## config.mk

```make
export PLATFORM = sky130hd
export DESIGN_NAME = dma_req_router
export DESIGN_NICKNAME = d
export VERILOG_FILES = /design/src/rtl/drr_pkg.sv /design/src/rtl/drr_addr_decode.sv /design/src/rtl/drr_map_regs.sv /design/src/rtl/drr_channel_select.sv /design/src/rtl/drr_edge_track.sv /design/src/rtl/dma_req_router.sv
export SDC_FILE = /design/constraint.sdc
export NUM_CORES = 2
export LEC_CHECK = 0
export BUFFER_PORTS_ARGS = -buffer_cell sky130_fd_sc_hd__clkbuf_2
export CORE_MARGIN = 1.5
export CORE_UTILIZATION = 35
export CTS_BUF_LIST = sky130_fd_sc_hd__clkbuf_8
export CTS_CLUSTER_DIAMETER = 40
export CTS_CLUSTER_SIZE = 12
export DETAILED_ROUTE_END_ITERATION = 7
export GPL_TIMING_DRIVEN = 0
export PLACE_DENSITY_LB_ADDON = 0.1
export REMOVE_ABC_BUFFERS = 1
export SYNTH_ARGS = -nofsm -noshare
export SYNTH_HDL_FRONTEND = slang
export SYNTH_SLANG_ARGS = --single-unit
```

## constraint.sdc

```tcl
create_clock -name clk -period 7.2 [get_ports clk]
set_input_delay 1.08 -clock clk [delete_from_list [all_inputs] [get_ports clk]]
set_output_delay 1.08 -clock clk [all_outputs]
set_load 0.01 [all_outputs]
```

## src/rtl/drr_pkg.sv

```systemverilog
// Shared types and field positions of a routing entry.
// Assumes the channel field is 5 bits wide, so at most 32 channels exist.
package drr_pkg;
    localparam int MAP_W     = 8;
    localparam int CH_W      = 5;
    localparam int VALID_POS = 7;

    typedef logic [MAP_W-1:0] map_t;
    typedef logic [CH_W-1:0]  chan_t;
endpackage

```

## src/rtl/drr_addr_decode.sv

```systemverilog
// Decodes a byte address into a routing-entry index.
// Entries [0, LO_N) sit at LO_BASE + 4*i. Entries [LO_N, NUM_REQ) sit at
// HI_BASE + 4*(i-LO_N). Assumes the two ranges do not overlap and NUM_REQ >= 2.
module drr_addr_decode #(
    parameter int NUM_REQ  = 75,
    parameter int ADDR_W   = 16,
    parameter int LO_BASE  = 'h100,
    parameter int HI_BASE  = 'h1100,
    parameter int LO_SLOTS = 64,
    localparam int IDX_W   = $clog2(NUM_REQ)
) (
    input  logic [ADDR_W-1:0] addr_i,
    output logic              hit_o,
    output logic [IDX_W-1:0]  idx_o
);
    localparam int LO_N = (NUM_REQ < LO_SLOTS) ? NUM_REQ : LO_SLOTS;
    localparam int HI_N = NUM_REQ - LO_N;
    localparam logic [31:0] LO_START = 32'(LO_BASE);
    localparam logic [31:0] LO_END   = 32'(LO_BASE + 4 * LO_N);
    localparam logic [31:0] HI_START = 32'(HI_BASE);
    localparam logic [31:0] HI_END   = 32'(HI_BASE + 4 * HI_N);
    localparam logic [31:0] LO_N32   = 32'(LO_N);

    logic [31:0]      a32;
    logic             lo_in;
    logic             hi_in;
    logic [IDX_W-1:0] lo_idx;
    logic [IDX_W-1:0] hi_idx;

    assign a32 = {{(32-ADDR_W){1'b0}}, addr_i};

    // Low range match and index.
    always_comb begin
        lo_in  = (a32 >= LO_START) && (a32 < LO_END) && (addr_i[1:0] == 2'b00);
        lo_idx = IDX_W'((a32 - LO_START) >> 2);
    end

    // High range exists only when more requests exist than low slots.
    generate
        if (HI_N > 0) begin : g_hi
            // High range match and index.
            always_comb begin
                hi_in  = (a32 >= HI_START) && (a32 < HI_END) && (addr_i[1:0] == 2'b00);
                hi_idx = IDX_W'(((a32 - HI_START) >> 2) + LO_N32);
            end
        end else begin : g_no_hi
            assign hi_in  = 1'b0;
            assign hi_idx = '0;
        end
    endgenerate

    // Merge both ranges into one result.
    always_comb begin
        hit_o = lo_in | hi_in;
        idx_o = lo_in ? lo_idx : (hi_in ? hi_idx : '0);
    end
endmodule

```

## src/rtl/drr_map_regs.sv

```systemverilog
// Storage for the routing entries: one byte per request, write port and read mux.
// Exposes the enable flag and channel field of every entry.
// Assumes wr_en is asserted only with an index that the decoder produced.
module drr_map_regs
    import drr_pkg::*;
#(
    parameter int NUM_REQ = 75,
    localparam int IDX_W  = $clog2(NUM_REQ)
) (
    input  logic                          clk,
    input  logic                          rst_n,
    input  logic                          wr_en,
    input  logic [IDX_W-1:0]              wr_idx,
    input  map_t                          wr_data,
    input  logic [IDX_W-1:0]              rd_idx,
    output map_t                          rd_data,
    output logic [NUM_REQ-1:0]            valid_o,
    output logic [NUM_REQ-1:0][CH_W-1:0]  chan_o
);
    localparam logic [IDX_W-1:0] LAST_IDX = IDX_W'(NUM_REQ - 1);

    map_t q [NUM_REQ];

    generate
        for (genvar i = 0; i < NUM_REQ; i++) begin : g_entry
            localparam logic [IDX_W-1:0] MY_IDX = IDX_W'(i);
            // Load the entry when the write index selects it.
            always_ff @(posedge clk) begin
                if (!rst_n) begin
                    q[i] <= '0;
                end else if (wr_en && (wr_idx == MY_IDX)) begin
                    q[i] <= wr_data;
                end
            end
            assign valid_o[i] = q[i][VALID_POS];
            assign chan_o[i]  = q[i][CH_W-1:0];
        end
    endgenerate

    // Read mux, zero for indices beyond the table.
    always_comb begin
        rd_data = (rd_idx <= LAST_IDX) ? q[rd_idx] : '0;
    end

    // a write lands in the addressed entry.
    assert_map_store_R2: assert property (@(posedge clk) disable iff (!rst_n)
        (wr_en && (wr_idx <= LAST_IDX)) |=> (q[$past(wr_idx)] == $past(wr_data)));

    // without a write, no entry field changes.
    assert_map_hold_R4: assert property (@(posedge clk) disable iff (!rst_n)
        !wr_en |=> ($stable(valid_o) && $stable(chan_o)));
endmodule

```

## src/rtl/drr_channel_select.sv

```systemverilog
// For every channel, picks the level of the lowest-numbered enabled request
// whose entry names that channel. Channels outside [0, NUM_CH) have no
// selector, so entries that name them never reach any output.
// Assumes NUM_CH <= 32.
module drr_channel_select
    import drr_pkg::*;
#(
    parameter int NUM_REQ = 75,
    parameter int NUM_CH  = 16
) (
    input  logic [NUM_REQ-1:0]            valid_i,
    input  logic [NUM_REQ-1:0][CH_W-1:0]  chan_i,
    input  logic [NUM_REQ-1:0]            req_i,
    output logic [NUM_CH-1:0]             lvl_o
);
    generate
        for (genvar c = 0; c < NUM_CH; c++) begin : g_ch
            localparam chan_t CH_ID = CH_W'(c);
            logic taken;
            logic lvl;
            // Priority scan from request 0 upward; the first match decides.
            always_comb begin
                taken = 1'b0;
                lvl   = 1'b0;
                for (int r = 0; r < NUM_REQ; r++) begin
                    if (!taken && valid_i[r] && (chan_i[r] == CH_ID)) begin
                        lvl   = req_i[r];
                        taken = 1'b1;
                    end
                end
            end
            assign lvl_o[c] = lvl;
        end
    endgenerate
endmodule

```

## src/rtl/drr_edge_track.sv

```systemverilog
// Registers each channel's selected level and derives one-cycle rise and
// fall events from the previous registered level.
// Assumes the level inputs settle within one cycle.
module drr_edge_track #(
    parameter int NUM_CH = 16
) (
    input  logic              clk,
    input  logic              rst_n,
    input  logic [NUM_CH-1:0] lvl_i,
    output logic [NUM_CH-1:0] act_o,
    output logic [NUM_CH-1:0] rise_o,
    output logic [NUM_CH-1:0] fall_o
);
    // Capture the level and compare it against the stored one.
    always_ff @(posedge clk) begin
        if (!rst_n) begin
            act_o  <= '0;
            rise_o <= '0;
            fall_o <= '0;
        end else begin
            act_o  <= lvl_i;
            rise_o <= lvl_i & ~act_o;
            fall_o <= ~lvl_i & act_o;
        end
    end

    generate
        for (genvar c = 0; c < NUM_CH; c++) begin : g_chk
            // a rise event coincides with a fresh 0 -> 1 of the level.
            assert_rise_edge_R7: assert property (@(posedge clk) disable iff (!rst_n)
                rise_o[c] |-> (act_o[c] && !$past(act_o[c])));
            // a rise event lasts one cycle.
            assert_rise_single_R7: assert property (@(posedge clk) disable iff (!rst_n)
                rise_o[c] |=> !rise_o[c]);
            // a fall event coincides with a fresh 1 -> 0 of the level.
            assert_fall_edge_R8: assert property (@(posedge clk) disable iff (!rst_n)
                fall_o[c] |-> (!act_o[c] && $past(act_o[c])));
            // a fall event lasts one cycle.
            assert_fall_single_R8: assert property (@(posedge clk) disable iff (!rst_n)
                fall_o[c] |=> !fall_o[c]);
        end
    endgenerate
endmodule

```

## src/rtl/dma_req_router.sv

```systemverilog
// Top of the request router: register window decode, routing entries,
// per-channel priority select and edge tracking.
// Assumes NUM_CH <= 32 and that the bus inputs are stable around each clock edge.
module dma_req_router
    import drr_pkg::*;
#(
    parameter int NUM_REQ  = 75,
    parameter int NUM_CH   = 16,
    parameter int ADDR_W   = 16,
    parameter int LO_BASE  = 'h100,
    parameter int HI_BASE  = 'h1100,
    parameter int LO_SLOTS = 64
) (
    input  logic              clk,
    input  logic              rst_n,
    input  logic              bus_we,
    input  logic [ADDR_W-1:0] bus_addr,
    input  logic [7:0]        bus_wdata,
    output logic [7:0]        bus_rdata,
    output logic              bus_hit,
    input  logic [NUM_REQ-1:0] req_in,
    output logic [NUM_CH-1:0] ch_active,
    output logic [NUM_CH-1:0] ch_rise,
    output logic [NUM_CH-1:0] ch_fall
);
    localparam int IDX_W = $clog2(NUM_REQ);
    localparam logic [IDX_W-1:0] LAST_IDX = IDX_W'(NUM_REQ - 1);

    logic [IDX_W-1:0]             dec_idx;
    logic                         dec_hit;
    map_t                         rd_entry;
    logic [NUM_REQ-1:0]           ent_valid;
    logic [NUM_REQ-1:0][CH_W-1:0] ent_chan;
    logic [NUM_CH-1:0]            sel_lvl;

    drr_addr_decode #(
        .NUM_REQ (NUM_REQ),
        .ADDR_W  (ADDR_W),
        .LO_BASE (LO_BASE),
        .HI_BASE (HI_BASE),
        .LO_SLOTS(LO_SLOTS)
    ) u_decode (
        .addr_i(bus_addr),
        .hit_o (dec_hit),
        .idx_o (dec_idx)
    );

    drr_map_regs #(
        .NUM_REQ(NUM_REQ)
    ) u_maps (
        .clk    (clk),
        .rst_n  (rst_n),
        .wr_en  (bus_we & dec_hit),
        .wr_idx (dec_idx),
        .wr_data(bus_wdata),
        .rd_idx (dec_idx),
        .rd_data(rd_entry),
        .valid_o(ent_valid),
        .chan_o (ent_chan)
    );

    drr_channel_select #(
        .NUM_REQ(NUM_REQ),
        .NUM_CH (NUM_CH)
    ) u_select (
        .valid_i(ent_valid),
        .chan_i (ent_chan),
        .req_i  (req_in),
        .lvl_o  (sel_lvl)
    );

    drr_edge_track #(
        .NUM_CH(NUM_CH)
    ) u_edges (
        .clk   (clk),
        .rst_n (rst_n),
        .lvl_i (sel_lvl),
        .act_o (ch_active),
        .rise_o(ch_rise),
        .fall_o(ch_fall)
    );

    // Bus outputs: decoded entry or zero.
    always_comb begin
        bus_hit   = dec_hit;
        bus_rdata = dec_hit ? rd_entry : 8'h00;
    end

    // only word-aligned addresses can decode to an entry.
    assert_hit_aligned_R4: assert property (@(posedge clk) disable iff (!rst_n)
        bus_hit |-> (bus_addr[1:0] == 2'b00));

    // a decoded index never points past the last request.
    assert_hit_index_R3: assert property (@(posedge clk) disable iff (!rst_n)
        bus_hit |-> (dec_idx <= LAST_IDX));
endmodule

```

# After elaboration in Yosys (flattened, before gate mapping)
# Memory sizes are Yosys's and may differ from the RTL's.
# Index checks and enable logic that the tools add are counted.
[op_classes]
order_cmp = 5
n_reduce_logical = 3724
n_eq_ne = 1199
bitwise = 81
n_mux = 2689
n_addsub = 3
[op_table]
columns = ["cell", "count"]
rows = [
  ["$eq A5 B4 Y1 const B", 600],
  ["$mux W1", 2610],
  ["$logic_and A1 B1 Y1", 2463],
  ["$eq A5 B3 Y1 const B", 300],
  ["$logic_not A1 Y1", 1184],
  ["$eq A5 B2 Y1 const B", 150],
  ["$mux W8", 77],
  ["$eq A5 B1 Y1 const B", 75],
  ["$logic_not A5 Y1", 75],
  ["$eq A7 B6 Y1 const B", 32],
  ["$eq A7 B5 Y1 const B", 16],
  ["$eq A7 B7 Y1 const B", 11],
  ["$or A1 B1 Y1", 76],
  ["$eq A7 B4 Y1 const B", 8],
  ["$and A16 B16 Y16", 2],
  ["$not A16 Y16", 2],
  ["$eq A7 B3 Y1 const B", 4],
  ["$sub A9 B9 Y9 const B", 2],
  ["$ge A16 B13 Y1 const B", 1],
  ["$ge A16 B9 Y1 const B", 1],
  ["$lt A16 B10 Y1 const B", 1],
  ["$lt A16 B13 Y1 const B", 1],
  ["$eq A7 B2 Y1 const B", 2],
  ["$mux W7", 2],
  ["6 further kinds", 6],
]
[word_totals]
memories = 1
output_inout_bits = 57
inputBits = 102
register_bits = 48
word_cells = 7705
mem_bits_rw = 600
[mem_list]
columns = ["name", "depth", "width", "rd", "rd_ports_with_merged_regs", "write_ports", "line_no", "source"]
rows = [
  ["u_maps.q", 75, 8, 76, 0, 75, "drr_map_regs.sv:22", "map_t q [NUM_REQ];"],
]

# Depth between registers and ports, before layout
# An unclocked memory read counts as a cell.
[logic_depth]
depth_word = 302
ltp_mapped = 14
mapped_depth_nobuf = 11

# By module
# A second synthesis with hierarchy kept.
[hier_totals]
cells_unflattened = 8166
hier_area_um2 = 66784.1
[by_module_without_submodules]
columns = ["mod", "cells_per_inst", "area_each_um2", "n_inst"]
rows = [
  ["drr_channel_select", 5653, 33782.4, 1],
  ["drr_map_regs", 2386, 31417.6, 1],
  ["drr_edge_track", 101, 1385.1, 1],
  ["drr_addr_decode", 17, 142.6, 1],
  ["dma_req_router", 9, 56.3, 1],
]

# Worst setup path after synthesis
# OpenSTA, ideal clock, no wires.
[synth_timing]
path_type = "input -> output"
startpoint = "input bus_addr[5]"
endpoint = "output bus_rdata[3]"
n_path_buf = 5
t_arrival_ns = 3.661
cell_stages = 12
path_slack_ns = 2.459
required_time_ns = 6.120
cell_sequence = "clkbuf_1 -> inv_1 -> o21ai_1 -> a21o_1 -> clkbuf_1 -> clkbuf_1 -> buf_1 -> clkbuf_1 -> o22ai_1 -> a21oi_1 -> a21oi_1 -> o41ai_1"
[synth_between]
elab_chain_len = 8
[synth_rtl]
columns = ["item", "line_no", "source"]
rows = [
  ["start, declared", "dma_req_router.sv:17", "input logic [ADDR_W-1:0] bus_addr,"],
  ["branches (longest 7 deep; another with $sub A9 B9 Y9)", "-", ""],
  ["$mux W8 *", "dma_req_router.sv:86", "bus_rdata = dec_hit ? rd_entry : 8'h00;"],
  ["end, declared", "dma_req_router.sv:19", "output logic [7:0] bus_rdata,"],
]
# Every way passes the cells marked *.

# Final worst setup path
[layout_timing]
startpoint = "input bus_addr[6]"
endpoint = "output bus_rdata[2]"
# Same word-level chain as after synthesis.

==> impl_metrics.yaml <==
global_route:
  grt_max_degree: 88
  grt_pass1_vias: 64885
  overflow: 0
  grt_pass1_wl_um: 517000
  antenna_found_initial: 15
  grt_util_all_layers_pct: 38.3
power:
  pwr-share-comb_pct: 22.6
  power_switching_mw: 4.13
  p_sw_share_pct: 36.6
  p_int_mw: 7.16
  p_leak_nw: 24.3
  total_power_mw: 11.3
  pwr-share-seq_pct: 42.0
  p_clk_share_pct: 35.4
  vdd_drop_max_uv: 205
  powerDensity_nw_per_um2: 159
clock_tree:
  cts_made_buffers: 104
  cts_htree_levels: 3
  clock_sinks: 648
  cts-root-buf: "clkbuf_8"
  cts_tree: "done"
  cts_hold_buf: 0
  clock_latency_ps: 860
  clk_pin_slew_ps: 70
  clock_path_buffers: 3
placed_design:
  hpwlAfterDp_um: 302000
  gp_congestion: 1.04
  place_area_sq_um: 68300
  port_buffers: 158
run_status:
  violations: "design-rule violations, max-capacitance violations, max-slew violations"
  status: "finished, violations left"
synthesis:
  synth-async-reset-ratio_pct: 0
  synthCells: 8326
  synth-seq-cells: 648
  yosys_most_used_dff: "edfxtp_1"
  synth_top_area_cell: "edfxtp_1"
  ys_top_cells_by_area: "edfxtp_1 (28%), nor2_1 (5.6%), and2_1 (5.5%), nand2_1 (5.1%), mux2i_1 (4.2%)"
  synth_warnings: 0
  synth_area_sq_um: 65100
  synth_edf_count: 600
  ys_types: 107
  yosysTopAreaCellShare_pct: 27.7
  yosysSeqAreaShare_pct: 29.1
  synth_area_per_cell_sq_um: 7.82
layout:
  nets: 8264
  drive_gt1_share_pct: 8.52
  area_growth_syn_to_layout_pct: 8.98
  fin_area_sq_um: 71000
  post-route-util_pct: 38.3
sta:
  grt_setup_unrepaired: "no"
  setup_viol: 0
  layout_min_cycle_time_ps: 7170
  fmax_ghz: 0.140
  skew_ps: 56.0
  fin_crit_sh_pct: 99.5
  hold_viol_final: 0
  fin_hold_ws_ps: 431
  fin_tns_setup_ps: 0
  worstMarginPinSlew_ps: 1560
  slew_headroom_pct: -5.03
  final_max_slew_viol_count: 26
worst_setup_path:
  r2r-end: "u_edges.fall_o[11]$_SDFF_PN0_"
  ff2ff_path_depth: 10
  worst-r2r-setup-slack_ps: 260
  worstPathArrival_ps: 6090
  start_kind: "input port"
  worstSetupPathType: "input port to output port"
  endpoint_kind: "output port"
  r2r-start: "u_maps.q[2][4]$_SDFFCE_PN0P_"
  worst-path-max-fanout: 62
  critPathRequiredTime_ps: 6120
routing:
  wirelength_um: 377000
  dr.pass1.iters: 8
  antenna_left: 0
  via_per_inst: 6.69
  avgRoutedWirePerCell_um: 35.1
  drt-initial-drc-count: 9134
  route.detailed.drc: 1
  via_count: 71908
floorplanning:
  design.core.area_sq_um: 185000
  die_y_um: 434
  start_util_pct: 35.2
  dieArea_sq_um: 189000
  rows: 158
  die_width_um: 434
  io_pins: 159
hold_path:
  whs_path_depth: 2
  hp-class: "register to register"
  min_from: "u_edges.act_o[10]$_SDFF_PN0_"
  hold_end: "u_edges.fall_o[10]$_SDFF_PN0_"
run:
  max_cap_viol_count: 7
-- per-stage QoR --
| stage | worst slack, ps | std cells |
|---|---|---|
| after floorplan | -823 | 7829 |
| after global placement | -13830 | 10467 |
| after detailed placement | -1060 | 10524 |
| after CTS | 34.6 | 10718 |
| after global routing | 15.8 | 10738 |
| final | 32.5 | 10742 |
-- sequential cells by signal, summed over array words and instances (netlist names) --
signal and count:
u_edges.fall_o 16, u_edges.rise_o 16, u_edges.act_o 16, u_maps.q 600
-- synthesized netlist by cell type, types with 141 or more instances --
cell type and count:
mux2i_1 273, o211ai_1 151, a211oi_1 142, nor3_1 307
and3_1 196, o21ai_0 363, clkbuf_1 434, o22ai_1 188
edfxtp_1 600, nor2_1 971, nand2b_1 141, nand3_1 363
a21oi_1 363, nand2_1 889, and2_1 576
-- power groups by stage --
stage	combinational, mW	sequential [mW]	clock [mW]
final	2.55	4.74	3.99
after floorplan	1.13	4.63	0
after global routing	2.61	4.76	4.16
after CTS	2.45	4.73	4.03
after detailed placement	2.44	4.81	0
after global placement	2.43	4.80	0
-- critical path: stages --
cell and delay [ps]:
clkbuf_4 390, nor2_1 490, o21ai_1 190, a21o_4 460
inv_4 240, buf_16 310, and3_1 970, a22oi_1 330
a31oi_1 590, o31ai_1 330, a32o_1 400, clkbuf_2 150
-- layout by cell type, fill, tap and decap left out, types with 78 or more instances in the layout --
cell type | Yosys | final
a22oi_1 | 90 | 90
nor2_1 | 971 | 962
mux2i_1 | 273 | 273
inv_1 | 68 | 79
nand2_1 | 889 | 886
a211oi_1 | 142 | 141
nor3_1 | 307 | 306
nand3_1 | 363 | 363
nand4bb_1 | 78 | 78
o21ai_0 | 363 | 337
nor4bb_1 | 102 | 87
nand2b_1 | 141 | 141
nand4_1 | 83 | 83
and2_1 | 576 | 576
or3_1 | 101 | 101
clkbuf_8 | 0 | 106
a31oi_1 | 121 | 120
nand3b_1 | 83 | 83
clkbuf_2 | 2 | 145
nor2b_1 | 137 | 136
o22ai_1 | 188 | 188
a21oi_1 | 363 | 363
o211ai_1 | 151 | 151
edfxtp_1 | 600 | 600
and3_1 | 196 | 196
-- repair_timing --
item | in CTS | in global routing
gates resized for setup | 7 | 2
buffers inserted | 0 | 3
pin swaps | 1 | 2
setup endpoints to repair | 6 | 6
gates cloned | 1 | 0
-- logic make-up after synthesis --
group / after synthesis / synth area share [%]
simple gates: 4654 / 39.7
compound gates: 2125 / 22.5
flops: 648 / 29.1
buf+inv: 569 / 3.36
mux: 330 / 5.28
-- cell type report --
class | count | area (sq um)
antenna | 13 | 32.5
clock buffer | 104 | 1430
clock inverter | 89 | 1110
fill | 19377 | 114000
inverter | 72 | 273
multi-input combinational | 7110 | 44300
sequential | 648 | 19000
tap | 2480 | 3100
timing repair buffer | 226 | 1770
-- worst max-delay path by stage --
stage | start | endpoint | slack, ps
final | bus_addr[6] | bus_rdata[2] | 30
after global routing | bus_addr[5] | bus_rdata[1] | 20
after CTS | bus_addr[7] | bus_rdata[2] | 30
after detailed placement | bus_addr[5] | bus_rdata[3] | -1060
after global placement | bus_addr[3] | bus_rdata[2] | -13830
after floorplan | bus_addr[15] | bus_rdata[3] | -820
-- routing by layer --
metal,wire (um),track usage [%],up-vias
met2,166000,60.0,3784
met1,156000,50.5,35562
met5,91,0,-
met3,32200,7.43,644
met4,22100,18.8,12
li1,-,-,31906
Note: power is estimated with default switching activity, not from simulation.
